`src/rtl/winreg_pkg.sv`:
```
package winreg_pkg;

    typedef enum logic [3:0] {
        RS_OWNER,
        RS_IEN,
        RS_IVEC,
        RS_IPEND,
        RS_CAPS,
        RS_STAT,
        RS_FIFO,
        RS_XFIFO,
        RS_IDENT,
        RS_REV,
        RS_NONE
    } reg_sel_e;

    typedef enum logic {
        PH_IDLE,
        PH_REPLY
    } reply_state_e;

    localparam int OFF_OWNER = 'h000;
    localparam int OFF_IEN   = 'h008;
    localparam int OFF_IVEC  = 'h00C;
    localparam int OFF_IPEND = 'h010;
    localparam int OFF_CAPS  = 'h014;
    localparam int OFF_STAT  = 'h018;
    localparam int OFF_FIFO  = 'h024;
    localparam int OFF_XFIFO = 'h080;
    localparam int OFF_IDENT = 'hF00;
    localparam int OFF_REV   = 'hF04;

    localparam logic [31:0] IEN_WMASK   = 32'h8000_009F;
    localparam logic [31:0] IPEND_WMASK = 32'h0000_0087;
    localparam logic [31:0] CAPS_WORD   = 32'h2000_0697;

endpackage

```
`src/rtl/winreg_decode.sv`:
```
module winreg_decode
    import winreg_pkg::*;
#(
    parameter int NUM_LOC   = 5,
    parameter int PAGE_BITS = 12,
    parameter int LOC_W     = 3
) (
    input  logic [PAGE_BITS+LOC_W-1:0] addr,
    input  logic [1:0]                 size,
    output logic [LOC_W-1:0]           loc,
    output logic                       page_ok,
    output logic                       shape_ok,
    output reg_sel_e                   sel,
    output logic [31:0]                lane_mask
);
    logic [PAGE_BITS-1:0] offset;

    assign loc     = addr[PAGE_BITS+LOC_W-1:PAGE_BITS];
    assign offset  = addr[PAGE_BITS-1:0];
    assign page_ok = (32'(loc) < NUM_LOC);

    always_comb begin
        unique case (offset)
            PAGE_BITS'(OFF_OWNER): sel = RS_OWNER;
            PAGE_BITS'(OFF_IEN):   sel = RS_IEN;
            PAGE_BITS'(OFF_IVEC):  sel = RS_IVEC;
            PAGE_BITS'(OFF_IPEND): sel = RS_IPEND;
            PAGE_BITS'(OFF_CAPS):  sel = RS_CAPS;
            PAGE_BITS'(OFF_STAT):  sel = RS_STAT;
            PAGE_BITS'(OFF_FIFO):  sel = RS_FIFO;
            PAGE_BITS'(OFF_XFIFO): sel = RS_XFIFO;
            PAGE_BITS'(OFF_IDENT): sel = RS_IDENT;
            PAGE_BITS'(OFF_REV):   sel = RS_REV;
            default:               sel = RS_NONE;
        endcase
    end

    always_comb begin
        unique case (size)
            2'd0: begin shape_ok = 1'b1;            lane_mask = 32'h0000_00FF; end
            2'd1: begin shape_ok = ~addr[0];        lane_mask = 32'h0000_FFFF; end
            2'd2: begin shape_ok = (addr[1:0] == 2'b00); lane_mask = 32'hFFFF_FFFF; end
            default: begin shape_ok = 1'b0;         lane_mask = 32'hFFFF_FFFF; end
        endcase
    end

endmodule

```
`src/rtl/winreg_irq_bank.sv`:
```
module winreg_irq_bank
    import winreg_pkg::*;
#(
    parameter int NUM_LOC = 5,
    parameter int LOC_W   = 3
) (
    input  logic                   clk,
    input  logic                   rst_n,
    input  logic [LOC_W-1:0]       wr_loc,
    input  logic                   wr_ien,
    input  logic                   wr_ipend,
    input  logic [31:0]            wdata,
    input  logic [31:0]            wmask,
    input  logic                   evt_valid,
    input  logic [LOC_W-1:0]       evt_loc,
    input  logic [3:0]             evt,
    output logic [NUM_LOC*32-1:0]  ien_all,
    output logic [NUM_LOC*32-1:0]  ipend_all,
    output logic                   irq
);
    logic [31:0]        evt_word;
    logic [NUM_LOC-1:0] pend;

    assign evt_word = {24'b0, evt[3], 4'b0, evt[2:0]};

    for (genvar g = 0; g < NUM_LOC; g++) begin : g_loc
        logic [31:0] ien_q;
        logic [31:0] ipend_q;
        logic [31:0] set_v;
        logic [31:0] clr_v;
        logic        hit_w;
        logic        hit_e;

        always_comb begin
            hit_w = (wr_loc == LOC_W'(g));
            hit_e = evt_valid && (evt_loc == LOC_W'(g));
            set_v = hit_e ? evt_word : '0;
            clr_v = (wr_ipend && hit_w) ? (wdata & wmask & IPEND_WMASK) : '0;
        end

        always_ff @(posedge clk or negedge rst_n) begin
            if (!rst_n) begin
                ien_q   <= '0;
                ipend_q <= '0;
            end else begin
                if (wr_ien && hit_w)
                    ien_q <= ((ien_q & ~wmask) | (wdata & wmask)) & IEN_WMASK;
                ipend_q <= (ipend_q & ~clr_v) | set_v;
            end
        end

        assign ien_all[g*32 +: 32]   = ien_q;
        assign ipend_all[g*32 +: 32] = ipend_q;
        assign pend[g]               = |(ien_q & ipend_q);
    end

    assign irq = |pend;

endmodule

```
`src/rtl/winreg_rdmux.sv`:
```
module winreg_rdmux
    import winreg_pkg::*;
#(
    parameter int          IRQ_NUM = 10,
    parameter logic [15:0] VEN_ID  = 16'h1014,
    parameter logic [15:0] DEV_ID  = 16'h0001,
    parameter logic [7:0]  REV_ID  = 8'h01
) (
    input  reg_sel_e    sel,
    input  logic        page_ok,
    input  logic        shape_ok,
    input  logic        is_active,
    input  logic [31:0] ien_word,
    input  logic [31:0] ipend_word,
    input  logic [31:0] lane_mask,
    output logic [31:0] rdata
);
    localparam logic [31:0] ID_NATIVE = {DEV_ID, VEN_ID};
    localparam logic [31:0] ID_SWAPPED = {ID_NATIVE[7:0], ID_NATIVE[15:8],
                                          ID_NATIVE[23:16], ID_NATIVE[31:24]};

    logic [31:0] raw;

    always_comb begin
        unique case (sel)
            RS_OWNER: raw = '0;
            RS_IEN:   raw = ien_word;
            RS_IVEC:  raw = 32'(IRQ_NUM);
            RS_IPEND: raw = ipend_word;
            RS_CAPS:  raw = CAPS_WORD;
            RS_STAT:  raw = is_active ? '0 : '1;
            RS_FIFO:  raw = '0;
            RS_XFIFO: raw = '0;
            RS_IDENT: raw = ID_SWAPPED;
            RS_REV:   raw = 32'(REV_ID);
            default:  raw = '1;
        endcase
        if (!page_ok || !shape_ok)
            raw = '1;
        rdata = raw & lane_mask;
    end

endmodule

```
`src/rtl/winreg_front.sv`:
```
module winreg_front
    import winreg_pkg::*;
#(
    parameter int          NUM_LOC   = 5,
    parameter int          PAGE_BITS = 12,
    parameter int          LOC_W     = 3,
    parameter int          IRQ_NUM   = 10,
    parameter logic [15:0] VEN_ID    = 16'h1014,
    parameter logic [15:0] DEV_ID    = 16'h0001,
    parameter logic [7:0]  REV_ID    = 8'h01
) (
    input  logic                       clk,
    input  logic                       rst_n,
    input  logic                       active_valid,
    input  logic [LOC_W-1:0]           active_loc,
    input  logic                       req_valid,
    input  logic                       req_write,
    input  logic [1:0]                 req_size,
    input  logic [PAGE_BITS+LOC_W-1:0] req_addr,
    input  logic [31:0]                req_wdata,
    input  logic [3:0]                 evt_i,
    output logic                       rsp_valid,
    output logic [31:0]                rsp_rdata,
    output logic                       irq_o
);
    logic [LOC_W-1:0]     loc;
    logic [LOC_W-1:0]     loc_idx;
    logic                 page_ok;
    logic                 shape_ok;
    reg_sel_e             sel;
    logic [31:0]          lane_mask;
    logic                 is_active;
    logic                 wr_go;
    logic                 rd_go;
    logic                 evt_valid;
    logic [NUM_LOC*32-1:0] ien_all;
    logic [NUM_LOC*32-1:0] ipend_all;
    logic [31:0]          rd_word;
    reply_state_e         state_q;
    reply_state_e         state_d;

    winreg_decode #(
        .NUM_LOC  (NUM_LOC),
        .PAGE_BITS(PAGE_BITS),
        .LOC_W    (LOC_W)
    ) u_dec (
        .addr     (req_addr),
        .size     (req_size),
        .loc      (loc),
        .page_ok  (page_ok),
        .shape_ok (shape_ok),
        .sel      (sel),
        .lane_mask(lane_mask)
    );

    assign is_active = active_valid && page_ok && (active_loc == loc);
    assign wr_go     = req_valid && req_write && page_ok && shape_ok && is_active;
    assign rd_go     = req_valid && !req_write;
    assign evt_valid = active_valid && (32'(active_loc) < NUM_LOC);
    assign loc_idx   = page_ok ? loc : '0;

    winreg_irq_bank #(
        .NUM_LOC(NUM_LOC),
        .LOC_W  (LOC_W)
    ) u_bank (
        .clk      (clk),
        .rst_n    (rst_n),
        .wr_loc   (loc),
        .wr_ien   (wr_go && (sel == RS_IEN)),
        .wr_ipend (wr_go && (sel == RS_IPEND)),
        .wdata    (req_wdata),
        .wmask    (lane_mask),
        .evt_valid(evt_valid),
        .evt_loc  (active_loc),
        .evt      (evt_i),
        .ien_all  (ien_all),
        .ipend_all(ipend_all),
        .irq      (irq_o)
    );

    winreg_rdmux #(
        .IRQ_NUM(IRQ_NUM),
        .VEN_ID (VEN_ID),
        .DEV_ID (DEV_ID),
        .REV_ID (REV_ID)
    ) u_rd (
        .sel       (sel),
        .page_ok   (page_ok),
        .shape_ok  (shape_ok),
        .is_active (is_active),
        .ien_word  (ien_all[loc_idx*32 +: 32]),
        .ipend_word(ipend_all[loc_idx*32 +: 32]),
        .lane_mask (lane_mask),
        .rdata     (rd_word)
    );

    // reply state register
    always_ff @(posedge clk or negedge rst_n) begin
        if (!rst_n)
            state_q <= PH_IDLE;
        else
            state_q <= state_d;
    end

    // next state: read_accept / reply_done
    always_comb begin
        unique case (state_q)
            PH_IDLE:  state_d = rd_go ? PH_REPLY : PH_IDLE;
            PH_REPLY: state_d = rd_go ? PH_REPLY : PH_IDLE;
            default:  state_d = PH_IDLE;
        endcase
    end

    // outputs
    always_ff @(posedge clk or negedge rst_n) begin
        if (!rst_n)
            rsp_rdata <= '0;
        else if (rd_go)
            rsp_rdata <= rd_word;
    end

    assign rsp_valid = (state_q == PH_REPLY);

endmodule

```
`config.mk`:
```
export PLATFORM = sky130hd
export DESIGN_NAME = winreg_front
export DESIGN_NICKNAME = d
export VERILOG_FILES = /design/src/rtl/winreg_pkg.sv /design/src/rtl/winreg_decode.sv /design/src/rtl/winreg_irq_bank.sv /design/src/rtl/winreg_rdmux.sv /design/src/rtl/winreg_front.sv
export SDC_FILE = /design/constraint.sdc
export NUM_CORES = 1
export LEC_CHECK = 0
export ABC_AREA = 1
export BUFFER_PORTS_ARGS = -buffer_cell sky130_fd_sc_hd__buf_4
export CORE_MARGIN = 3
export CORE_UTILIZATION = 55
export DETAILED_ROUTE_END_ITERATION = 8
export PLACE_DENSITY = 0.82
export REMOVE_ABC_BUFFERS = 1
export SETUP_SLACK_MARGIN = 0.1
export SYNTH_ARGS = -nofsm -noshare
export SYNTH_HDL_FRONTEND = slang
export SYNTH_SLANG_ARGS = --single-unit
```
`constraint.sdc`:
```
create_clock -name clk -period 2.7 [get_ports clk]
set_input_delay 0.405 -clock clk [delete_from_list [all_inputs] [get_ports clk]]
set_output_delay 0.405 -clock clk [all_outputs]
set_load 0.02 [all_outputs]
```
# After elaboration in Yosys (flattened, before gate mapping)
# Cells that the tools add are included.
dict set report word_totals {
  regBits 228
  latch_bits 0
  ramBits 0
  mem_bits_ro 0
  in_bits 61
  mem_count 0
}
dict set report classes {
  addsub 0
  multipliers 0
  n_div 0
  magnitude_cmp 2
  eq_ne 29
  shifts 2
  muxes 18
  bitwise_logic 34
  n_reduce_logical 37
}
# cell n
set ops {}
lappend ops {{bitwise AND 32 bit} 17}
lappend ops {{variable part select 160 x 9 -> 32 bit} 2}
lappend ops {{OR 32 bit} 9}
lappend ops {{case mux 32 bit (8 select lines)} 1}
lappend ops {{inverter 32 bit} 5}
lappend ops {{OR reduction 160 bit} 1}
lappend ops {{2-to-1 mux 8 bit} 10}
lappend ops {{2-to-1 mux 32 bit} 2}
lappend ops {{case mux 32 bit (2 select lines)} 1}
lappend ops {{case mux 4 bit (10 select lines)} 1}
lappend ops {{== test 12 x 5 -> 1 bit, second input constant} 3}
lappend ops {{inverter 8 -> 32 bit} 1}
lappend ops {{OR 32 x 8 -> 32 bit} 1}
lappend ops {{logical AND 1 bit} 25}
lappend ops {{== test 12 bit, second input constant} 2}
lappend ops {{== test 12 x 4 -> 1 bit, second input constant} 2}
lappend ops {{== test 4 x 3 -> 1 bit, second input constant} 4}
lappend ops {{== test 12 x 6 -> 1 bit, second input constant} 1}
lappend ops {{== test 12 x 8 -> 1 bit, second input constant} 1}
lappend ops {{== test 3 x 2 -> 1 bit, second input constant} 4}
lappend ops {{logical NOT 12 bit} 1}
lappend ops {{== test 4 x 2 -> 1 bit, second input constant} 2}
lappend ops {{== test 4 bit, second input constant} 2}
lappend ops {{== test 3 x 1 -> 1 bit, second input constant} 2}
lappend ops {{16 further kinds} 22}

# Logic depth before layout (Yosys ltp)
# Gate-level depths: netlist of run 1.
dict set report logic_depth {
  word_depth 10
  depth_mapped 12
  depth_no_buf 11
}

# By module
# A second synthesis of run 1 with hierarchy kept.
dict set report hier_totals {
  hier_cells 1862
  area_unflattened_um2 10662.7
}
# mod n_inst cells_per_inst area_per_inst_um2
set by_module_without_submodules {}
lappend by_module_without_submodules {winreg_irq_bank 1 627 4655.7}
lappend by_module_without_submodules {winreg_front 1 872 4346.7}
lappend by_module_without_submodules {winreg_rdmux 1 261 1082.3}
lappend by_module_without_submodules {winreg_decode 1 102 578.1}

# Worst setup path after synthesis of run 1
# OpenSTA, ideal clock, no wires.
dict set report synth_path {
  kind {input to register}
  start {in req_size[1]}
  end {reg u_bank.g_loc[0].ien_q[7]}
  setup_time_ns 0.124
  t_arrival_ns 1.490
  setup_slack_ns 1.087
  cell_stages 11
  cell_sequence {buf_2 -> inv_2 -> nand2_1 -> o21ai_1 -> o21ai_1 -> nor3_2 -> buf_4 -> nand3_2 -> buf_6 -> nand2_1 -> o21ai_2}
}
dict set report synth_via {
  elab_chain_len 6
  word_cells_on_any_way 8
}
# item line
set synth_lines {}
lappend synth_lines {{start: declaration} winreg_front.sv:18} ;# input logic [1:0] req_size,
lappend synth_lines {{== test 2 bit (tied with other cells)} winreg_decode.sv:39} ;# unique case (size)
lappend synth_lines {{case mux 1 bit (3 select lines) *} winreg_decode.sv:39}
lappend synth_lines {{logical AND 1 bit * (2 in series)} winreg_front.sv:57} ;# assign wr_go = req_valid && req_write && page_ok && shape_ok && is_active;
lappend synth_lines {{logical AND 1 bit *} winreg_front.sv:69} ;# .wr_ien (wr_go && (sel == RS_IEN)),
lappend synth_lines {{logical AND 1 bit *} winreg_irq_bank.sv:46} ;# if (wr_ien && hit_w)
lappend synth_lines {{end signal: assignment} winreg_irq_bank.sv:47} ;# ien_q <= ((ien_q & ~wmask) | (wdata & wmask)) & IEN_WMASK;
lappend synth_lines {{end: declaration} winreg_irq_bank.sv:27} ;# logic [31:0] ien_q;
# Mark *: on every way between the ends. The rest lies on a longest branch, timed or not.
# A chain may end at the register's enable or synchronous reset.

# Worst setup path after layout of run 1
dict set report layout_path {
  start {reg u_bank.g_loc[1].ien_q[7]}
  end {out irq_o}
}
dict set report layout_via {
  elab_chain_len 2
}
# item line
set layout_lines {}
lappend layout_lines {{start: declaration} winreg_irq_bank.sv:27}
lappend layout_lines {{start signal: assignment} winreg_irq_bank.sv:47}
lappend layout_lines {{bitwise AND 32 bit} winreg_irq_bank.sv:54} ;# assign pend[g] = |(ien_q & ipend_q);
lappend layout_lines {{OR reduction 160 bit} winreg_irq_bank.sv:57} ;# assign irq = |pend;
lappend layout_lines {{end: declaration} winreg_front.sv:24} ;# output logic irq_o
# No other way between the ends.

==> results.ini, run 1 <==
[cts]
cts-buffers-inserted = 9
cts_hold_buf = 0
cts_resized = 0
h-tree-depth = 3
cts-root-buf = clkbuf_8
clockBufferDepth = 2
clkTransAtPathRegs_ps = 80
post_cts_buffers = 0
cts_tree = done
cts_sinks = 70
clock_latency_ps = 360

[sta]
post-route-period-util_pct = 77.85
fin_crit_ps = 2102
rsz0062_at_grt = no
setup_viol = 0
tightestPinTransition_ps = 891.4
fin_worst_skew_ps = 7.306
fin_setup_tns_ps = 0
hold_viol_final = 0
drv_slew = 0
fmax_ghz = 0.4757
slew_headroom_pct = 40.57

[critical_path]
slowest_stage = dfrtp_1
arrival_ps = 1700
required_ps = 2300
path_cells = a22o_1, nor3_1, nand4_1, buf_4
critPathCaptureType = primary output
cp_max_fo = 3
critical_path.startpoint_type = register
crit_type = reg2out
critPathMaxStageDelay_ps = 400

[yosys]
yosysUniqueCellTypes = 33
synthesis.area_um2 = 4003
yosys_warnings = 0
yosysSeqAreaShare_pct = 43.76
synthCells = 540
synth_flop_cell = dfrtp_1
syn-mean-instance-area_um2 = 7.412
synth_seq_cells = 70
async_flop_share_pct = 100.0
synth_edf_count = 0

[final_layout]
utilization_pct = 67.01
diodes = 0
layout_commonest_cell = nand2_1
drive_gt1_share_pct = 18.43
final_cells = 693
nets = 653
area_delta_synth_final_pct = 15.63
layout_common_cells = nand2_1, buf_4, dfrtp_1

[global_routing]
top_usage_layer = met2
grt_max_degree = 71
grt_use_met3_pct = 7.042
grt-ovfl-total = 0
grt.met1_usage_pct = 35.34
track_usage_pct = 26.71
antenna_found_initial = 0
met2_usage_pct = 42.18
grt_pass1_wl_mm = 17.57
grt_pass1_vias = 3660

[route]
vias = 3960
wl_per_cell_um = 15.61
initialDrtViolationCount = 355
drtAntennaViolNets = 0
drcViolationCount = 0
dr.pass1.iters = 5
wl_mm = 10.82
avgViaCountPerCell = 5.714

[flow_run]
cap_violations = 0

[power]
power_leakage_nw = 2.113
power.internal_w = 0.001698
peakVddDrop_mv = 0.4084
power_density_nw_per_um2 = 523.8
p_sw_share_pct = 29.94
p_sw_w = 0.0007259
power_frac_comb_pct = 16.4
seqPwrFrac_pct = 48.5
clkPwrFrac_pct = 35.1

[die]
rows = 30
io_pins = 95
start_util_pct = 57.95
core_um2 = 6907
die-width_um = 91.31
fp.dieH_um = 91.31
dieArea_um2 = 8337

[place]
routabilityCongestion = 0.9248
port_buffers = 69
dp_hpwl_mm = 7.956
post-place-cells = 677

[worst_hold_path]
hp-class = in2async

[run_status]
outcome = finished clean

[critical path, delay by kind of cell, from the launching register on]
family	cells	cell delay, ps
AO/OA/AOI/OAI	1	240
buffers and inverters	1	200
flip-flops	1	400
AND/OR/NAND/NOR	2	500
[per-stage QoR]
step | total power (W) | instance area [um^2] | setup slack [ps] | hold slack (ps)
after floorplan | 0.001376 | 3755 | 682.7 | 109.4
final | 0.002424 | 4628 | 597.9 | 143.0
after global routing | 0.002528 | 4628 | 559.9 | 218.7
after CTS | 0.002436 | 4628 | 609.3 | 192.8
after detailed placement | 0.001592 | 4431 | 598.1 | 478.0
after global placement | 0.001577 | 4431 | 613.3 | 465.4
[layout make-up]
class                   instances  area, um^2
fillers                       623        2278
well taps                      96       120.1
multi-input cells             398        1857
clock inverters                 6       70.07
flip-flops and latches         70        1752
repair buffers                 74       555.5
inverters                      39       146.4
clock buffers                  10       127.6
[synth_stat cells (2+ instances only)]
| library cell | instances | area, um^2 |
|---|---|---|
| o21ai_0 | 35 | 175.2 |
| buf_4 | 21 | 157.7 |
| a31oi_1 | 4 | 25.02 |
| a22o_1 | 6 | 52.55 |
| nor2_1 | 40 | 150.1 |
| nand2_1 | 171 | 641.9 |
| nand3_1 | 64 | 320.3 |
| a21oi_1 | 8 | 40.04 |
| nor3_1 | 6 | 30.03 |
| inv_2 | 5 | 18.77 |
| nor2_2 | 5 | 31.28 |
| o21ai_1 | 33 | 165.2 |
| buf_2 | 6 | 30.03 |
| nand3_2 | 6 | 60.06 |
| o22a_1 | 2 | 17.52 |
| a221oi_1 | 3 | 26.28 |
| inv_1 | 33 | 123.9 |
| dfrtp_1 | 70 | 1752 |
| nand4_1 | 4 | 25.02 |
| buf_6 | 5 | 56.30 |
[registers in the layout, indices dropped and copies added (netlist names), named ones only]
signal and cells:
u_bank.g_loc.ien_q 30, u_bank.g_loc.ipend_q 20, rsp_rdata 14, rsp_valid 1
[power by group through the flow]
stage          registers, W  logic [W]  clock network, W
2_1_floorplan       0.00125   0.000130                 0
3_3_place_gp        0.00119   0.000388                 0
5_1_grt             0.00118   0.000437          0.000907
3_5_place_dp        0.00120   0.000397                 0
6_report            0.00118   0.000398          0.000850
4_1_cts             0.00117   0.000398          0.000864
[path summary, 6_finish.rpt]
| kind | start | end | slack [ps] | depth (start not counted) |
|---|---|---|---|---|
| setup / recovery | u_bank.g_loc[1].ien_q[7]$_DFFE_PN0P_ | irq_o | 600 | 4 |
| hold / removal | rst_n | u_bank.g_loc[4].ien_q[0]$_DFFE_PN0P_ | 140 | 1 |
| setup reg to reg | register | rsp_rdata[31]$_DFFE_PN0P_ | 1410 | 8 |
| hold reg to reg | rsp_rdata[8]$_DFFE_PN0P_ | rsp_rdata[8]$_DFFE_PN0P_ | 500 | 2 |
| max in group asynchronous | rst_n | rsp_rdata[28]$_DFFE_PN0P_ | 1950 | 1 |
| min in group clk | evt_i[3] | u_bank.g_loc[3].ipend_q[7]$_DFF_PN0_ | 300 | 3 |
[cells by family after synthesis]
kind of cell | after synthesis | synth area share (%)
flip-flops | 70 | 43.76
buffers and inverters | 72 | 9.847
AND/OR/NAND/NOR | 304 | 33.23
XOR/XNOR | 1 | 0.2189
AO/OA/AOI/OAI | 93 | 12.94
[layer usage]
| metal | wire [um] | part of all wire (%) |
|---|---|---|
| met5 | 0 | 0 |
| met4 | 270 | 2.5 |
| met3 | 1043 | 9.6 |
| met2 | 4990 | 46 |
| met1 | 4515 | 42 |
(Power assumes the default switching activity.)
==> inputs of run 2 (changes only) <==
Settings changed: CORE_UTILIZATION 55 to 54, PLACE_DENSITY 0.82 to 0.8.
Clock period 2.7 ns to 2 ns, I/O delays scaled along.
==> results.ini, run 2 (synthesis gave the netlist of run 1 again) <==
[run_status]
outcome = finished clean

[critical_path]
required_ps = 1700  ; -600 ps
arrival_ps = 1610  ; -90 ps
critPathMaxStageDelay_ps = 400  ; about the same
crit_type = reg2out
critical_path.startpoint_type = register
r2r_slack_ps = 830  ; -580 ps
reg2regPathDepth = 8  ; unchanged
cp_max_fo = 3  ; unchanged
crit_buf_inv = 1  ; unchanged
path_cells = a22o_1, nor3_2, nand4_1, buf_4
r2r-end = rsp_rdata[31]$_DFFE_PN0P_
slowest_stage = dfrtp_1
cp_top_family = simple AND/OR/NAND/NOR gates
crit_end = irq_o
worst-path-stages = 4  ; unchanged
critPathCaptureType = primary output
crit_start = u_bank.g_loc[1].ien_q[7]$_DFFE_PN0P_

[sta]
rsz0062_at_grt = yes
holdWs_ps = 199.3  ; +56.38 ps
hold_viol_final = 0  ; unchanged
fin_worst_skew_ps = 7.343  ; +0.03659 ps
fmax_ghz = 0.5226
drv_slew = 0  ; unchanged
tightestPinTransition_ps = 444.8  ; -446.5 ps
setup_viol = 0  ; unchanged
post-route-period-util_pct = 95.67
fin_crit_ps = 1913
fin_setup_tns_ps = 0  ; unchanged
slew_headroom_pct = 70.12  ; +30 points

[global_routing]
grt_pass1_wl_mm = 17.40  ; -0.98%
grt_pass1_vias = 3695  ; +0.96%
antenna_found_initial = 0  ; unchanged
grt_max_degree = 37  ; -48%
grt-ovfl-total = 0  ; unchanged
track_usage_pct = 26.09  ; -0.63 points

[power]
p_sw_share_pct = 28.48  ; -1.5 points
power_leakage_nw = 2.185  ; +3.4%
power_frac_comb_pct = 16.1  ; -0.3 points
p_sw_w = 0.0009660  ; +33%
peakVddDrop_mv = 0.5365  ; +31%
power.internal_w = 0.002426  ; +43%
power_density_nw_per_um2 = 715.1  ; +37%
seqPwrFrac_pct = 46.9  ; -1.6 points
clkPwrFrac_pct = 37.0  ; +1.9 points

[place]
port_buffers = 69  ; unchanged
routabilityCongestion = 0.9485  ; +2.6%
dp_hpwl_mm = 8.123  ; +2.1%

[route]
drtAntennaViolNets = 0  ; unchanged
wl_per_cell_um = 15.21  ; -2.6%
dr.pass1.iters = 5  ; unchanged
wl_mm = 10.66  ; -1.5%
avgViaCountPerCell = 5.489  ; -3.9%
initialDrtViolationCount = 267  ; -25%
vias = 3848  ; -2.8%
drcViolationCount = 0  ; unchanged

[die]
die-width_um = 92.10  ; +0.87%
core_um2 = 6982  ; +1.1%
start_util_pct = 57.33  ; -0.62 points
io_pins = 95  ; unchanged
rows = 30  ; unchanged
dieArea_um2 = 8481  ; +1.7%
fp.dieH_um = 92.10  ; +0.87%

[worst_hold_path]
hp-class = in2reg

[final_layout]
diodes = 0  ; unchanged
largest_reg_flops = 30  ; unchanged
drive_gt1_share_pct = 20.00  ; +1.6 points
layout_common_cells = nand2_1, buf_4, dfrtp_1
top_register = u_bank.g_loc.ien_q
nets = 661  ; +1.2%
area_delta_synth_final_pct = 18.51
layout_commonest_cell = nand2_1
top_regs = u_bank.g_loc.ien_q: 30 flops, u_bank.g_loc.ipend_q: 20 flops, rsp_rdata: 14 flops

[cts]
clockBufferDepth = 2  ; unchanged
cts-buffers-inserted = 9  ; unchanged
cts_sinks = 70  ; unchanged
cts_tree = done
clkTransAtPathRegs_ps = 80  ; about the same
clock_latency_ps = 350  ; about the same
cts-root-buf = clkbuf_8
h-tree-depth = 3  ; unchanged

[flow_run]
cap_violations = 0  ; unchanged

## run 2: power by group through the flow
stage	combinational [W]	sequential [W]	clock, W
6_report	0.000546	0.00159	0.00125
5_1_grt	0.000599	0.00161	0.00133
4_1_cts	0.000547	0.00159	0.00128
3_5_place_dp	0.000545	0.00162	0
3_3_place_gp	0.000532	0.00161	0
2_1_floorplan	0.000175	0.00168	0
## run 2: worst min path at each step
stage	depth (start not counted)	slack, ps	to	from
after floorplan	0	4	asynchronous set/reset pin	rst_n
after global placement	1	280	u_bank.g_loc[4].ien_q[1]$_DFFE_PN0P_	rst_n
after detailed placement	1	280	u_bank.g_loc[4].ien_q[2]$_DFFE_PN0P_	rst_n
after CTS	3	200	u_bank.g_loc[0].ipend_q[7]$_DFF_PN0_	evt_i[3]
after global routing	3	200	u_bank.g_loc[1].ipend_q[1]$_DFF_PN0_	evt_i[1]
final	3	200	u_bank.g_loc[1].ipend_q[1]$_DFF_PN0_	evt_i[1]
## run 2: through the flow
stage / utilization, % / cells / instance area, um^2 / power [W] / setup slack (ps)
2_1_floorplan: - / 507 / 3755 / 0.001858 / 87.74
3_3_place_gp: 64.39 / 684 / 4496 / 0.002142 / 166.5
3_5_place_dp: 64.39 / 684 / 4496 / 0.002161 / 79.81
4_1_cts: 67.76 / 701 / 4731 / 0.003410 / 106.1
5_1_grt: 67.94 / 701 / 4743 / 0.003530 / 61.99
6_report: 67.94 / 701 / 4743 / 0.003392 / 86.61
## run 2: final cells by class
| type | count | area (um^2) |
|---|---|---|
| clock inverter | 7 | 96.34 |
| tap | 96 | 120.1 |
| clock buffer | 9 | 123.9 |
| multi-input combinational | 398 | 1874 |
| inverter | 39 | 146.4 |
| timing repair buffer | 82 | 630.6 |
| sequential | 70 | 1752 |
| fill | 599 | 2238 |
## run 2: repair_timing
action	in CTS	in global routing
resized for setup	1	2
setup endpoints to repair	1	1
hold buffers	1	0
setup buffers	0	0
hold endpoints to repair	34	0
## run 2: worst register-to-register path, stage by stage, from the launching register on
cell      delay (ps)
dfrtp_1          380
nor2_1           110
nor2_1            40
o21ai_0           60
o211ai_1         100
o21ai_0           80
nor2_1            50
o21ai_0          160
nand2_1           70
## run 2: metal layers
layer | global-route usage, % | routed length (um)
met4 | 9.406 | 281
met1 | 33.85 | 4625
met3 | 5.414 | 901
met2 | 43.19 | 4854
met5 | 0 | 0
